File: src/rtl/flagreg_pkg.sv
package flagreg_pkg;
  localparam int unsigned FLAG_W = 8;
  localparam int unsigned ALU_W  = 4;
  localparam int unsigned VEC_W  = 2;

  localparam int unsigned BIT_N = 7;
  localparam int unsigned BIT_V = 6;
  localparam int unsigned BIT_M = 5;
  localparam int unsigned BIT_X = 4;
  localparam int unsigned BIT_D = 3;
  localparam int unsigned BIT_I = 2;
  localparam int unsigned BIT_Z = 1;
  localparam int unsigned BIT_C = 0;

  localparam logic [FLAG_W-1:0] FLAG_RESET = 8'h34;

  typedef enum logic [VEC_W-1:0] {
    VEC_EMU_SHARED = 2'd0,
    VEC_NAT_IRQ    = 2'd1,
    VEC_NAT_BRK    = 2'd2,
    VEC_RESET      = 2'd3
  } vec_code_e;

  // ALU lane to status-byte position: lane0 C, lane1 Z, lane2 V, lane3 N
  function automatic int unsigned alu_lane_pos(input int unsigned lane);
    case (lane)
      0:       return BIT_C;
      1:       return BIT_Z;
      2:       return BIT_V;
      default: return BIT_N;
    endcase
  endfunction
endpackage

File: src/rtl/flag_next_logic.sv
module flag_next_logic
  import flagreg_pkg::*;
(
  input  logic [FLAG_W-1:0] cur_flags,
  input  logic              cur_e,
  input  logic [ALU_W-1:0]  alu_we,
  input  logic [ALU_W-1:0]  alu_val,
  input  logic [FLAG_W-1:0] set_mask,
  input  logic [FLAG_W-1:0] clr_mask,
  input  logic              xchg_ce,
  input  logic              pull_valid,
  input  logic [FLAG_W-1:0] pull_byte,
  output logic [FLAG_W-1:0] nxt_flags,
  output logic              nxt_e
);
  logic [FLAG_W-1:0] after_alu;
  logic [FLAG_W-1:0] after_cmd;
  logic [FLAG_W-1:0] after_src;

  // ALU lanes, lowest priority
  always_comb begin
    after_alu = cur_flags;
    for (int unsigned ln = 0; ln < ALU_W; ln++) begin
      if (alu_we[ln]) after_alu[alu_lane_pos(ln)] = alu_val[ln];
    end
  end

  // explicit commands beat the ALU; set beats clear
  assign after_cmd = (after_alu & ~clr_mask) | set_mask;

  // a pull overrides everything; the exchange touches only carry and mode
  always_comb begin
    after_src = after_cmd;
    nxt_e     = cur_e;
    if (pull_valid) begin
      after_src = pull_byte;
    end else if (xchg_ce) begin
      after_src[BIT_C] = cur_e;
      nxt_e            = cur_flags[BIT_C];
    end
  end

  // width flags pinned high whenever the next mode is emulation
  always_comb begin
    nxt_flags = after_src;
    if (nxt_e) begin
      nxt_flags[BIT_M] = 1'b1;
      nxt_flags[BIT_X] = 1'b1;
    end
  end
endmodule

File: src/rtl/flag_push_compose.sv
module flag_push_compose
  import flagreg_pkg::*;
(
  input  logic [FLAG_W-1:0] flags,
  input  logic              e_bit,
  input  logic              is_brk,
  output logic [FLAG_W-1:0] push_byte
);
  always_comb begin
    push_byte = flags;
    if (e_bit) begin
      push_byte[BIT_M] = 1'b1;
      push_byte[BIT_X] = is_brk;
    end
  end
endmodule

File: src/rtl/flag_vector_sel.sv
module flag_vector_sel
  import flagreg_pkg::*;
(
  input  logic             clk,
  input  logic             rst_n,
  input  logic             save_req,
  input  logic             save_is_brk,
  input  logic             e_bit,
  output logic [VEC_W-1:0] vec_code
);
  vec_code_e vec_q;
  vec_code_e vec_d;

  always_comb begin
    vec_d = vec_q;
    if (save_req) begin
      if (e_bit)            vec_d = VEC_EMU_SHARED;
      else if (save_is_brk) vec_d = VEC_NAT_BRK;
      else                  vec_d = VEC_NAT_IRQ;
    end
  end

  always_ff @(posedge clk or negedge rst_n) begin
    if (!rst_n) vec_q <= VEC_RESET;
    else        vec_q <= vec_d;
  end

  assign vec_code = vec_q;
endmodule

File: src/rtl/cpu_flag_unit.sv
module cpu_flag_unit
  import flagreg_pkg::*;
(
  input  logic              clk,
  input  logic              rst_n,
  input  logic [ALU_W-1:0]  alu_we,
  input  logic [ALU_W-1:0]  alu_val,
  input  logic [FLAG_W-1:0] set_mask,
  input  logic [FLAG_W-1:0] clr_mask,
  input  logic              xchg_ce,
  input  logic              pull_valid,
  input  logic [FLAG_W-1:0] pull_byte,
  input  logic              save_req,
  input  logic              save_is_brk,
  output logic [FLAG_W-1:0] status_byte,
  output logic              e_mode,
  output logic [FLAG_W-1:0] push_byte,
  output logic [VEC_W-1:0]  vec_code
);
  logic [FLAG_W-1:0] flag_q;
  logic [FLAG_W-1:0] flag_d;
  logic              e_q;
  logic              e_d;

  flag_next_logic u_next (
    .cur_flags (flag_q),
    .cur_e     (e_q),
    .alu_we    (alu_we),
    .alu_val   (alu_val),
    .set_mask  (set_mask),
    .clr_mask  (clr_mask),
    .xchg_ce   (xchg_ce),
    .pull_valid(pull_valid),
    .pull_byte (pull_byte),
    .nxt_flags (flag_d),
    .nxt_e     (e_d)
  );

  always_ff @(posedge clk or negedge rst_n) begin
    if (!rst_n) begin
      flag_q <= FLAG_RESET;
      e_q    <= 1'b1;
    end else begin
      flag_q <= flag_d;
      e_q    <= e_d;
    end
  end

  flag_push_compose u_push (
    .flags    (flag_q),
    .e_bit    (e_q),
    .is_brk   (save_is_brk),
    .push_byte(push_byte)
  );

  flag_vector_sel u_vec (
    .clk        (clk),
    .rst_n      (rst_n),
    .save_req   (save_req),
    .save_is_brk(save_is_brk),
    .e_bit      (e_q),
    .vec_code   (vec_code)
  );

  assign status_byte = flag_q;
  assign e_mode      = e_q;
endmodule

File: config.mk
export PLATFORM = sky130hd
export DESIGN_NAME = cpu_flag_unit
export DESIGN_NICKNAME = d
export VERILOG_FILES = /design/src/rtl/flagreg_pkg.sv /design/src/rtl/flag_next_logic.sv /design/src/rtl/flag_push_compose.sv /design/src/rtl/flag_vector_sel.sv /design/src/rtl/cpu_flag_unit.sv
export SDC_FILE = /design/constraint.sdc
export NUM_CORES = 1
export LEC_CHECK = 0
export ABC_AREA = 1
export BUFFER_PORTS_ARGS = -buffer_cell sky130_fd_sc_hd__buf_4
export CORE_ASPECT_RATIO = 1.25
export CORE_MARGIN = 4
export CORE_UTILIZATION = 39
export DETAILED_ROUTE_END_ITERATION = 8
export GPL_ROUTABILITY_DRIVEN = 0
export PLACE_DENSITY = 0.81
export RECOVER_POWER = 50
export SLEW_MARGIN = 20
export SYNTH_ARGS = -nofsm -noshare
export SYNTH_HDL_FRONTEND = slang
export SYNTH_SLANG_ARGS = --single-unit
File: constraint.sdc
create_clock -name clk -period 1.44 [get_ports clk]
set_input_delay 0.288 -clock clk [delete_from_list [all_inputs] [get_ports clk]]
set_output_delay 0.288 -clock clk [all_outputs]
set_load 0.005 [all_outputs]
==> Implementation_results.wiki, run 1 <==
{| class="wikitable"
! Metric !! Value
|-
| Outcome || finished clean
|-
| Number of DRC markers in iteration 0 || 10
|-
| Worst Path Max Fanout || 2
|-
| Peak supply drop || 0.461 mV
|-
| Antenna fix cells || 0
|-
| Worst-case reg-to-reg path depth || 4
|-
| Standard cell with the maximum stage delay on the critical path || dfstp_2
|-
| Primary flip-flop cell chosen by synthesis mapping || dfstp_2
|-
| Xor and xnor area share after synthesis || 0
|-
| Initial Utilization || 0.409
|-
| Compound-Gate Fraction of Synth Area || 0.135
|-
| Accumulated negative setup slack || 0 ps
|-
| Largest net degree at the start of global routing || 13
|-
| CTS tree || done
|-
| Count of unresolved DRC violations after routing || 0
|-
| Post-Syn Area per Cell || 7.27 sq um
|-
| Clock tree buffer depth || 2
|-
| Setup ws final || 70.1 ps
|-
| Core ar. || 1560 sq um
|-
| LEAKAGE || 0.588 nW
|-
| Launch point of the worst hold path || save_is_brk
|-
| 1st-pass router iterations || 4
|-
| Placed cell count || 155
|-
| Reg2reg setup slack || 440 ps
|-
| RSZ-0062 raised after global routing || false
|-
| Final HPWL from detailed placement || 1.54 mm
|-
| Post-DR vias/cell || 4.55
|-
| Leftover overflow at the end of global routing || 0
|-
| Worst min-delay path endpoint || u_vec.vec_code[0]$_DFFE_PN1P_
|-
| Clock latency on the worst-skew pair || 260 ps
|-
| Commonest cells in the netlist || nand2_1 (20), nor2_1 (15), inv_1 (14)
|-
| Worst path bufs/invs || 2
|-
| Floorplan row count || 16
|-
| Sequential share of the synthesized area || 0.442
|-
| GRT Util Overall || 0.161
|-
| Count of nets left with antenna violations after detail routing || 0
|-
| Type of the most critical hold path || in2reg
|-
| Port Buffers || 56
|-
| Required @ worst endpoint || 1150 ps
|-
| Minimum setup slack after placement || 320 ps
|-
| Final layout net count || 181
|-
| Tcrit/Tclk final || 0.951
|-
| Clock slew at reported path FFs || 70 ps
|-
| Max-slew headroom || 0.618
|-
| Critical path, cell by cell || inv_1 -> o21ai_1 -> buf_4
|-
| Most area-consuming cells after synthesis || dfstp_2 (25%), dfrtp_1 (20%), nand2_1 (12%), nor2_1 (8.8%), buf_4 (8.2%)
|-
| Cell with the most instances after synthesis || nand2_1
|-
| Post-synthesis share of cell area spent on full adders, half adders and majority gates || 0
|-
| Path type of the worst setup path || reg2out
|-
| Root Buffer Master || clkbuf_4
|-
| Die Outline Area || 2360 sq um
|-
| Cell type with the highest aggregate area in the netlist || dfstp_2
|-
| Capturing point of the worst reg2reg path || status_byte[4]$_DFF_PN1_
|-
| Reg2reg start || e_mode$_DFF_PN1_
|-
| Kind of capture point of the worst setup path || primary output
|-
| Vertical extent of the die || 53.3 um
|-
| Via count || 728
|-
| Initial antenna violation count || 0
|-
| WHS Path Cells || 2
|-
| Total wire length after detailed routing || 1.73 mm
|-
| Family with the most delay on the worst path || flip-flops
|-
| Count of final max-slew check failures || 0
|-
| Worst clock skew on the final layout || 5.10 ps
|-
| Number of global-route vias before repair || 723
|-
| Gate count after technology mapping || 88
|-
| Number of synthesis warnings || 0
|-
| Fraction of final layout cells sized beyond drive strength 1 || 0.486
|-
| Clock Sinks || 11
|-
| Mapped Nets || 126
|-
| Number of buffers inserted during clock tree synthesis || 3
|-
| I/O pin count || 57
|-
| End-of-flow core utilization || 0.676
|-
| Critical path startpoint category || register
|-
| H-tree depth || 1
|-
| Power Dens Cells || 797 nW/um^2
|-
| Global-route wire length before repair || 2.81 mm
|-
| Final Hold Violating Endpoints || 0
|-
| Number of enable-type register cells in the synthesized netlist || 0
|-
| Post-synthesis share of cell area spent on and, or, nand and nor gates || 0.247
|-
| Per-cell routed wire length || 10.8 um
|-
| Clock period minus final worst setup slack || 1370 ps
|-
| Crit path largest cell delay || 540 ps
|-
| Number of register bits inferred by synthesis || 11
|-
| Peak clock frequency supported by timing || 730 MHz
|-
| Final Setup Violations || 0
|-
| Dominant combinational cell family by area after synthesis || simple AND/OR/NAND/NOR gates
|-
| Share of synthesized flip-flops with an asynchronous set or reset || 1.00
|-
| Non-filler cells in the finished layout || 160
|-
| Max-cap violations || 0
|-
| Horiz. Die Dim || 44.2 um
|-
| Post-synth design cell area || 639 sq um
|-
| Synth top area share || 0.247
|-
| Area added between synthesis and finish || 65.2%
|-
| Share of synthesized area spent on multiplexers || 0
|-
| Cell variety after synth || 15
|-
| CP Data Arrival Time || 1080 ps
|-
| Tightest Pin Transition || 573 ps
|}
## what timing repair did
| item | CTS | global route |
|---|---|---|
| endpoints found under the hold margin | 5 | 0 |
| gates resized for setup | 0 | 1 |
| setup buffers | 0 | 0 |
| hold buffers | 1 | 0 |
| endpoints found under the setup margin | 0 | 1 |
## flip-flops by register name, summed over array words and instances, names as in the netlist
register,cells
u_vec.vec_code,2
e_mode,1
status_byte,8
## layout by cell type (no fill, tap or decap)
cell           instances
o22ai_1                1
dlygate4sd3_1          1
o21ai_0                5
clkbuf_1               1
dfstp_2                5
clkinv_2               1
a21oi_1                4
inv_2                  2
nand3_1                4
a21oi_2                2
buf_4                 55
inv_1                 14
dfrtp_1                5
clkbuf_4               3
dfstp_1                1
nor2_1                15
nand2_2                1
o21ai_1                2
nand2_1               20
## worst register-to-register path: cells and delay by family (launching register included)
kind	cells	cell delay (ps)
buf+inv	1	60
compound gates	1	130
simple gates	2	190
flops	1	560
## where the power goes
part	switching, W	internal, W	leakage, nW
Combinational	0.000102	0.000158	0.452
Clock	0.000102	0.000102	0.0177
Sequential	0.0000232	0.000353	0.119
## logic make-up (layout without fill, tap and decap cells)
logic type / Yosys count / after routing
and+or+nand+nor: 40 / 40
buffers and inverters: 23 / 77
AOI/OAI and AO/OA: 14 / 14
DFF: 11 / 11
## per-layer routing
layer / vias to the layer above / part of all wire / GRT usage
met5: - / 0 / 0
met4: 0 / 0 / 0.0452
met3: 0 / 0.11 / 0.0340
met2: 31 / 0.57 / 0.320
met1: 328 / 0.32 / 0.160
li1: 369 / - / -
## worst max path at each step
stage                              end                startpoint  cells past startpoint
final                     push_byte[4]  status_byte[4]$_DFF_PN1_                      3
after global routing      push_byte[4]  status_byte[4]$_DFF_PN1_                      3
after CTS                 push_byte[4]  status_byte[4]$_DFF_PN1_                      3
after detailed placement  push_byte[4]  status_byte[4]$_DFF_PN1_                      3
after global placement    push_byte[4]  status_byte[4]$_DFF_PN1_                      3
after floorplan           push_byte[4]  status_byte[4]$_DFF_PN1_                      2
## per-stage QoR
stage / area (sq um) / total power [W] / hold slack (ps)
CTS: 1070 / 0.000857 / 195
floorplan: 639 / 0.000488 / -7.59
detailed placement: 1030 / 0.000652 / 127
global placement: 1030 / 0.000642 / 128
global route: 1060 / 0.000897 / 189
finish: 1060 / 0.000842 / 197
## layout make-up
cell class | instances | area (sq um)
clock inverter | 1 | 5.00
fill | 147 | 505
clock buffer | 3 | 22.5
timing repair buffer | 57 | 427
sequential | 11 | 283
multi-input combinational | 54 | 236
inverter | 16 | 60.1
tap | 18 | 22.5
Note: power is estimated with default switching activity, not from simulation.
==> run 2, diff against run 1 <==
--- a/config.mk
+++ b/config.mk
@@ -7,12 +7,12 @@
 export LEC_CHECK = 0
 export ABC_AREA = 1
 export BUFFER_PORTS_ARGS = -buffer_cell sky130_fd_sc_hd__buf_4
-export CORE_ASPECT_RATIO = 1.25
 export CORE_MARGIN = 4
-export CORE_UTILIZATION = 39
+export CORE_UTILIZATION = 41
+export CTS_BUF_LIST = sky130_fd_sc_hd__clkbuf_2 sky130_fd_sc_hd__clkbuf_4 sky130_fd_sc_hd__clkbuf_8
 export DETAILED_ROUTE_END_ITERATION = 8
 export GPL_ROUTABILITY_DRIVEN = 0
-export PLACE_DENSITY = 0.81
+export PLACE_DENSITY = 0.85
 export RECOVER_POWER = 50
 export SLEW_MARGIN = 20
 export SYNTH_ARGS = -nofsm -noshare
==> Implementation_results.wiki, run 2 (synthesis gave the netlist of run 1 again) <==
{| class="wikitable"
! Metric !! Value
|-
| Outcome || finished clean
|-
| Critical path startpoint category || register
|-
| Area added between synthesis and finish || 65.0%
|-
| H-tree depth || 1 (unchanged)
|-
| Clock period minus final worst setup slack || 1380 ps (+9.91 ps)
|-
| Max FFs per register || 8 (unchanged)
|-
| Final layout net count || 181 (unchanged)
|-
| Global-route wire length before repair || 2.75 mm (-2.2%)
|-
| Minimum setup slack after placement || 317 ps (-2.22 ps)
|-
| Capturing point of the worst reg2reg path || status_byte[5]$_DFF_PN1_
|-
| Reg2reg setup slack || 400 ps (-40 ps)
|-
| Count of final max-slew check failures || 0 (unchanged)
|-
| Standard cell area after detailed placement || 1030 sq um (-0.37%)
|-
| Initial antenna violation count || 0 (unchanged)
|-
| Area of the multi-input gates || 236 sq um (unchanged)
|-
| Die Outline Area || 2260 sq um (-4.2%)
|-
| Tightest Pin Transition || 595 ps (+22.7 ps)
|-
| CTS tree || done
|-
| Max-slew headroom || 0.603 (-0.0151)
|-
| Clock Sinks || 11 (unchanged)
|-
| 1st-pass router iterations || 4 (unchanged)
|-
| Number of filler cells placed in the layout || 101 (-31%)
|-
| Per-cell routed wire length || 11.5 um (+6.1%)
|-
| Number of global-route vias before repair || 706 (-2.4%)
|-
| Largest net degree at the start of global routing || 13 (unchanged)
|-
| Launch point of the worst hold path || save_is_brk
|-
| Final Hold Violating Endpoints || 0 (unchanged)
|-
| Horiz. Die Dim || 47.5 um (+7.4%)
|-
| Accumulated negative setup slack || 0 ps (unchanged)
|-
| Worst min-delay path endpoint || u_vec.vec_code[0]$_DFFE_PN1P_
|-
| Count of nets left with antenna violations after detail routing || 0 (unchanged)
|-
| Worst Path Max Fanout || 4 (+2)
|-
| Vertical extent of the die || 47.5 um (-11%)
|-
| Final Setup Violations || 0 (unchanged)
|-
| Tcrit/Tclk final || 0.958 (+0.00689)
|-
| Most frequent cells in the layout || buf_4 (55), nand2_1 (20), nor2_1 (15)
|-
| Critical path, cell by cell || nand2_1 -> o21ai_1 -> buf_4
|-
| Standard cell with the maximum stage delay on the critical path || dfstp_1
|-
| Max-cap violations || 0 (unchanged)
|-
| Floorplan row count || 13 (-3)
|-
| Non-Filler Cell Area, Final || 1050 sq um (-0.12%)
|-
| Core ar. || 1380 sq um (-11%)
|-
| CP Data Arrival Time || 1090 ps (about the same)
|-
| Kind of capture point of the worst setup path || primary output
|-
| Required @ worst endpoint || 1150 ps (about the same)
|-
| Number of buffers inserted during clock tree synthesis || 3 (unchanged)
|-
| Clock slew at reported path FFs || 70 ps (about the same)
|-
| Initial Utilization || 0.462 (+0.0530)
|-
| Post-DR vias/cell || 4.54 (-0.19%)
|-
| Clock latency on the worst-skew pair || 260 ps (about the same)
|-
| Peak clock frequency supported by timing || 725 MHz (-0.72%)
|-
| Most common cell after layout, fill and taps aside || buf_4
|-
| Fraction of final layout cells sized beyond drive strength 1 || 0.486 (unchanged)
|-
| Post-CTS setup-driven buffer insertion count || 0 (unchanged)
|-
| Root Buffer Master || clkbuf_4
|-
| Family with the most delay on the worst path || flip-flops
|-
| Worst-case reg-to-reg path depth || 4 (unchanged)
|-
| Worst path bufs/invs || 1 (-1)
|-
| Path type of the worst setup path || reg2out
|-
| Type of the most critical hold path || in2reg
|-
| Total wire length after detailed routing || 1.81 mm (+4.2%)
|-
| Reg2reg start || e_mode$_DFF_PN1_
|-
| Final HPWL from detailed placement || 1.42 mm (-7.9%)
|-
| Leftover overflow at the end of global routing || 0 (unchanged)
|-
| Peak supply drop || 0.367 mV (-20%)
|-
| Via count || 713 (-2.1%)
|-
| Number of DRC markers in iteration 0 || 12 (+2)
|-
| Antenna fix cells || 0 (unchanged)
|-
| WHS Path Cells || 2 (unchanged)
|-
| GRT Util Overall || 0.182 (+0.0215)
|-
| RSZ-0062 raised after global routing || false
|-
| Power Dens Cells || 823 nW/um^2 (+3.2%)
|-
| Setup ws final || 60.2 ps (-9.91 ps)
|-
| Crit path largest cell delay || 570 ps (+30 ps)
|-
| Port Buffers || 56 (unchanged)
|-
| LEAKAGE || 0.589 nW (about the same)
|-
| Worst clock skew on the final layout || 0.294 ps (-4.81 ps)
|-
| Count of unresolved DRC violations after routing || 0 (unchanged)
|-
| Clock tree buffer depth || 2 (unchanged)
|-
| I/O pin count || 57 (unchanged)
|-
| Sequential Area || 283 sq um (unchanged)
|}
==> run 2: cell types whose count changed in the layout (fill, tap and decap cells not counted) <==
cell      change
clkbuf_4      +1
clkinv_2      -1
o21ai_0       +1
o21ai_1       -1
==> run 2: layout make-up <==
class	count	area share
well taps	15	0.0178
clock buffers	4	0.0285
flip-flops and latches	11	0.268
multi-input cells	54	0.224
inverters	16	0.0569
repair buffers	57	0.405
==> run 2: power breakdown <==
group / switching (W) / total (W) / internal [W] / leakage, nW
logic: 0.000103 / 0.000261 / 0.000158 / 0.452
clock network: 0.000105 / 0.000231 / 0.000126 / 0.0184
registers: 0.0000233 / 0.000376 / 0.000352 / 0.119
total: 0.000231 / 0.000868 / 0.000636 / 0.589
==> run 2: through the flow <==
step / hold WS (ps) / cells / util / power, W
2_1_floorplan: -7.59 / 88 / - / 0.000488
3_3_place_gp: 127 / 152 / 0.742 / 0.000643
3_5_place_dp: 127 / 152 / 0.742 / 0.000649
4_1_cts: 178 / 157 / 0.771 / 0.000880
5_1_grt: 189 / 157 / 0.763 / 0.000916
6_report: 182 / 157 / 0.763 / 0.000868
==> run 2: what timing repair did <==
action	in CTS	in global routing
hold buffers	1	0
endpoints found under the setup margin	0	1
resized for setup	0	1
endpoints found under the hold margin	5	0
==> run 2: worst max path at each step <==
stage	start	end	slack [ps]	cells after the start
floorplan	status_byte[4]$_DFF_PN1_	push_byte[4]	420	2
global placement	status_byte[4]$_DFF_PN1_	push_byte[4]	340	3
detailed placement	status_byte[4]$_DFF_PN1_	push_byte[4]	320	3
CTS	status_byte[4]$_DFF_PN1_	push_byte[4]	30	3
global route	e_mode$_DFF_PN1_	push_byte[4]	20	3
finish	e_mode$_DFF_PN1_	push_byte[4]	60	3
==> run 2: routing by layer <==
metal	GRT usage	vias up	part of all wire
met5	0	-	0
met4	0.0994	0	0.016
met3	0.0489	2	0.15
met2	0.340	41	0.49
met1	0.179	302	0.35
li1	-	368	-
==> run 3, diff against run 2 <==
--- a/config.mk
+++ b/config.mk
@@ -5,14 +5,13 @@
 export SDC_FILE = /design/constraint.sdc
 export NUM_CORES = 1
 export LEC_CHECK = 0
-export ABC_AREA = 1
 export BUFFER_PORTS_ARGS = -buffer_cell sky130_fd_sc_hd__buf_4
 export CORE_MARGIN = 4
-export CORE_UTILIZATION = 41
+export CORE_UTILIZATION = 40
 export CTS_BUF_LIST = sky130_fd_sc_hd__clkbuf_2 sky130_fd_sc_hd__clkbuf_4 sky130_fd_sc_hd__clkbuf_8
 export DETAILED_ROUTE_END_ITERATION = 8
 export GPL_ROUTABILITY_DRIVEN = 0
-export PLACE_DENSITY = 0.85
+export PLACE_DENSITY = 0.84
 export RECOVER_POWER = 50
 export SLEW_MARGIN = 20
 export SYNTH_ARGS = -nofsm -noshare
==> Implementation_results.wiki, run 3 <==
{| class="wikitable"
! Metric !! Value
|-
| Clock network fraction of total power || 0.249 (-0.017)
|-
| Cell variety after synth || 19 (+4)
|-
| GRT Util Overall || 0.178 (-0.00432)
|-
| Root Buffer Master || clkbuf_4
|-
| Leftover overflow at the end of global routing || 0 (unchanged)
|-
| Antenna fix cells || 0 (unchanged)
|-
| Peak supply drop || 0.546 mV (+49%)
|-
| Count of nets left with antenna violations after detail routing || 0 (unchanged)
|-
| Outcome || finished, violations left
|-
| Commonest cells in the netlist || buf_4 (7), dfstp_2 (6), inv_1 (6)
|-
| Failing checks || negative setup slack
|-
| Core ar. || 1380 sq um (unchanged)
|-
| Part of the power in combinational logic || 0.327 (+0.026)
|-
| Sequential share of the synthesized area || 0.456 (+0.0134)
|-
| Non-filler cells in the finished layout || 128 (-18%)
|-
| Non-Filler Cell Area, Final || 1050 sq um (unchanged)
|-
| Number of buffers inserted during clock tree synthesis || 3 (unchanged)
|-
| Initial antenna violation count || 0 (unchanged)
|-
| Initial Utilization || 0.449 (-0.0136)
|-
| Port Buffers || 56 (unchanged)
|-
| Synth top area share || 0.254 (+0.00746)
|-
| Pwr Total || 0.000919 W (+5.9%)
|-
| Number of DRC markers in iteration 0 || 1 (-11)
|-
| Worst path bufs/invs || 1 (unchanged)
|-
| Via count || 618 (-13%)
|-
| 1st-pass router iterations || 2 (-2)
|-
| End-of-flow core utilization || 0.763 (unchanged)
|-
| Post-DR vias/cell || 4.83 (+6.3%)
|-
| Vertical extent of the die || 47.4 um (-0.21%)
|-
| Kind of capture point of the worst setup path || primary output
|-
| I/O pin count || 57 (unchanged)
|-
| Worst clock skew on the final layout || 2.37 ps (+2.07 ps)
|-
| Post-Syn Area per Cell || 10.7 sq um (+47%)
|-
| Final Setup Violations || 2 (+2)
|-
| Per-cell routed wire length || 13.9 um (+21%)
|-
| Family with the most delay on the worst path || flip-flops
|-
| Worst Path Max Fanout || 2 (-2)
|-
| Switching Share || 0.253 (-0.0140)
|-
| Standard cell with the maximum stage delay on the critical path || dfstp_2
|-
| Number of global-route vias before repair || 656 (-7.1%)
|-
| Sw power || 0.000232 W (+0.29%)
|-
| Path type of the worst setup path || reg2out
|-
| Power Dens Cells || 871 nW/um^2 (+5.9%)
|-
| Most common cell after layout, fill and taps aside || buf_4
|-
| Placed cell count || 122 (-20%)
|-
| Max-cap violations || 0 (unchanged)
|-
| Critical path startpoint category || register
|-
| Standard cell area after detailed placement || 1010 sq um (-1.8%)
|-
| Clock tree buffer depth || 2 (unchanged)
|-
| Cell type with the highest aggregate area in the netlist || dfstp_2
|-
| Setup ws final || -71.1 ps (-131 ps)
|-
| Type of the most critical hold path || in2reg
|-
| Count of unresolved DRC violations after routing || 0 (unchanged)
|-
| Max FFs per register || 8 (unchanged)
|-
| Tcrit/Tclk final || 1.05 (+0.0912)
|-
| Int Pwr || 0.000687 W (+7.9%)
|-
| Final layout net count || 152 (-16%)
|-
| Horiz. Die Dim || 47.4 um (-0.21%)
|-
| Final HPWL from detailed placement || 1.45 mm (+2.0%)
|-
| CP Data Arrival Time || 1220 ps (+130 ps)
|-
| Clock latency on the worst-skew pair || 260 ps (about the same)
|-
| Peak clock frequency supported by timing || 662 MHz (-8.7%)
|-
| Critical path, cell by cell || mux2_4 -> buf_6
|-
| Most frequent cells in the layout || buf_4 (55), inv_1 (6)
|-
| Number of synthesis warnings || 0 (unchanged)
|-
| Max-slew headroom || 0.596 (-0.00736)
|-
| Total wire length after detailed routing || 1.78 mm (-1.5%)
|-
| Post-synth design cell area || 621 sq um (-2.9%)
|-
| Largest net degree at the start of global routing || 15 (+2)
|-
| Count of final max-slew check failures || 0 (unchanged)
|-
| Cell with the most instances after synthesis || buf_4
|-
| H-tree depth || 1 (unchanged)
|-
| Fraction of final layout cells sized beyond drive strength 1 || 0.637 (+0.151)
|-
| Sequential cell fraction of total power || 0.425 (-0.008)
|-
| LEAKAGE || 0.558 nW (-5.3%)
|-
| Die Outline Area || 2250 sq um (-0.42%)
|-
| Final Hold Violating Endpoints || 0 (unchanged)
|-
| Mapped Nets || 96 (-24%)
|-
| Clock Sinks || 11 (unchanged)
|-
| Tightest Pin Transition || 607 ps (+11.0 ps)
|-
| RSZ-0062 raised after global routing || true
|-
| Floorplan row count || 13 (unchanged)
|-
| Number of enable-type register cells in the synthesized netlist || 0 (unchanged)
|-
| CTS tree || done
|-
| Clock slew at reported path FFs || 70 ps (about the same)
|-
| Crit path largest cell delay || 550 ps (-20 ps)
|-
| Clock period minus final worst setup slack || 1510 ps (+131 ps)
|-
| Gate count after technology mapping || 58 (-34%)
|-
| Primary flip-flop cell chosen by synthesis mapping || dfstp_2
|-
| Global-route wire length before repair || 2.66 mm (-3.0%)
|-
| Area added between synthesis and finish || 70.0%
|-
| Most area-consuming cells after synthesis || dfstp_2 (25%), dfrtp_1 (20%), buf_4 (8.5%), mux2i_1 (8.1%), mux2_2 (5.4%)
|-
| Required @ worst endpoint || 1150 ps (about the same)
|-
| Share of synthesized flip-flops with an asynchronous set or reset || 1.00 (unchanged)
|-
| Number of register bits inferred by synthesis || 11 (unchanged)
|}
## run 3: changes by cell type in the layout (fill, tap and decap cells not counted), moves of 2 or more
| cell | previous run | this run |
|---|---|---|
| mux2i_1 | 0 | 5 |
| nor2b_1 | 0 | 3 |
| nand2_1 | 20 | 2 |
| inv_2 | 2 | 0 |
| nor2_1 | 15 | 2 |
| o21bai_1 | 0 | 3 |
| a21oi_2 | 2 | 0 |
| mux2_2 | 0 | 2 |
| a211oi_1 | 0 | 2 |
| nand3_1 | 4 | 0 |
| inv_1 | 14 | 6 |
| mux2_4 | 0 | 2 |
## run 3: power groups by stage
stage / clock network (W) / logic, W / registers, W
2_1_floorplan: 0 / 0.000108 / 0.000399
3_3_place_gp: 0 / 0.000277 / 0.000397
3_5_place_dp: 0 / 0.000283 / 0.000401
4_1_cts: 0.000240 / 0.000310 / 0.000391
5_1_grt: 0.000254 / 0.000327 / 0.000397
6_report: 0.000229 / 0.000300 / 0.000390
## run 3: worst register-to-register path, delay by kind of cell, from the launching register on
| family | cells | cell delay [ps] |
|---|---|---|
| simple gates | 1 | 50 |
| mux | 1 | 260 |
| buf+inv | 1 | 130 |
| flops | 1 | 550 |
## run 3: final cells by class
cell class / instances / area (sq um)
inverters: 6 / 22.5
flip-flops and latches: 11 / 283
fillers: 105 / 328
repair buffers: 58 / 438
well taps: 15 / 18.8
clock buffers: 4 / 30.0
multi-input cells: 34 / 263
## run 3: cells by family (layout without fill, tap and decap cells)
logic type / count (synthesis) / in the layout / synth area share
compound gates: 15 / 15 / 0.153
buf+inv: 13 / 68 / 0.121
flops: 11 / 11 / 0.456
mux: 10 / 10 / 0.183
simple gates: 9 / 9 / 0.0867
## run 3: final timing paths
kind                                           from                       endpoint  slack (ps)  depth (start not counted)
setup / recovery                   e_mode$_DFF_PN1_                   push_byte[4]         -70                          2
hold / removal                         pull_byte[6]       status_byte[6]$_DFF_PN0_         240                          2
setup reg to reg                   e_mode$_DFF_PN1_  u_vec.vec_code[0]$_DFFE_PN1P_         380                          3
hold reg to reg            status_byte[2]$_DFF_PN1_       status_byte[2]$_DFF_PN1_         580                          2
max in group asynchronous                     rst_n       status_byte[6]$_DFF_PN0_         500                          2
min in group asynchronous                     rst_n       status_byte[0]$_DFF_PN0_         550                          2
## run 3: stage by stage
stage	setup WS, ps	hold WS, ps	setup TNS, ps
floorplan	261	-7.59	0
global placement	131	127	0
detailed placement	114	130	0
CTS	-87.7	235	-136
global route	-123	236	-220
finish	-71.1	242	-109
## run 3: timing repair
item                                    4_1_cts  5_1_grt
hold buffers                                  1        0
hold endpoints to repair                      5        0
endpoints found under the setup margin        1        2
resized for setup                             2        0
setup buffers                                 1        0
## run 3: layer usage
layer | vias to the layer above | global-route usage | share of wire
met3 | 2 | 0.0536 | 0.11
met4 | 0 | 0.0663 | 0.0045
li1 | 301 | - | -
met5 | - | 0 | 0
met1 | 284 | 0.157 | 0.30
met2 | 31 | 0.361 | 0.59
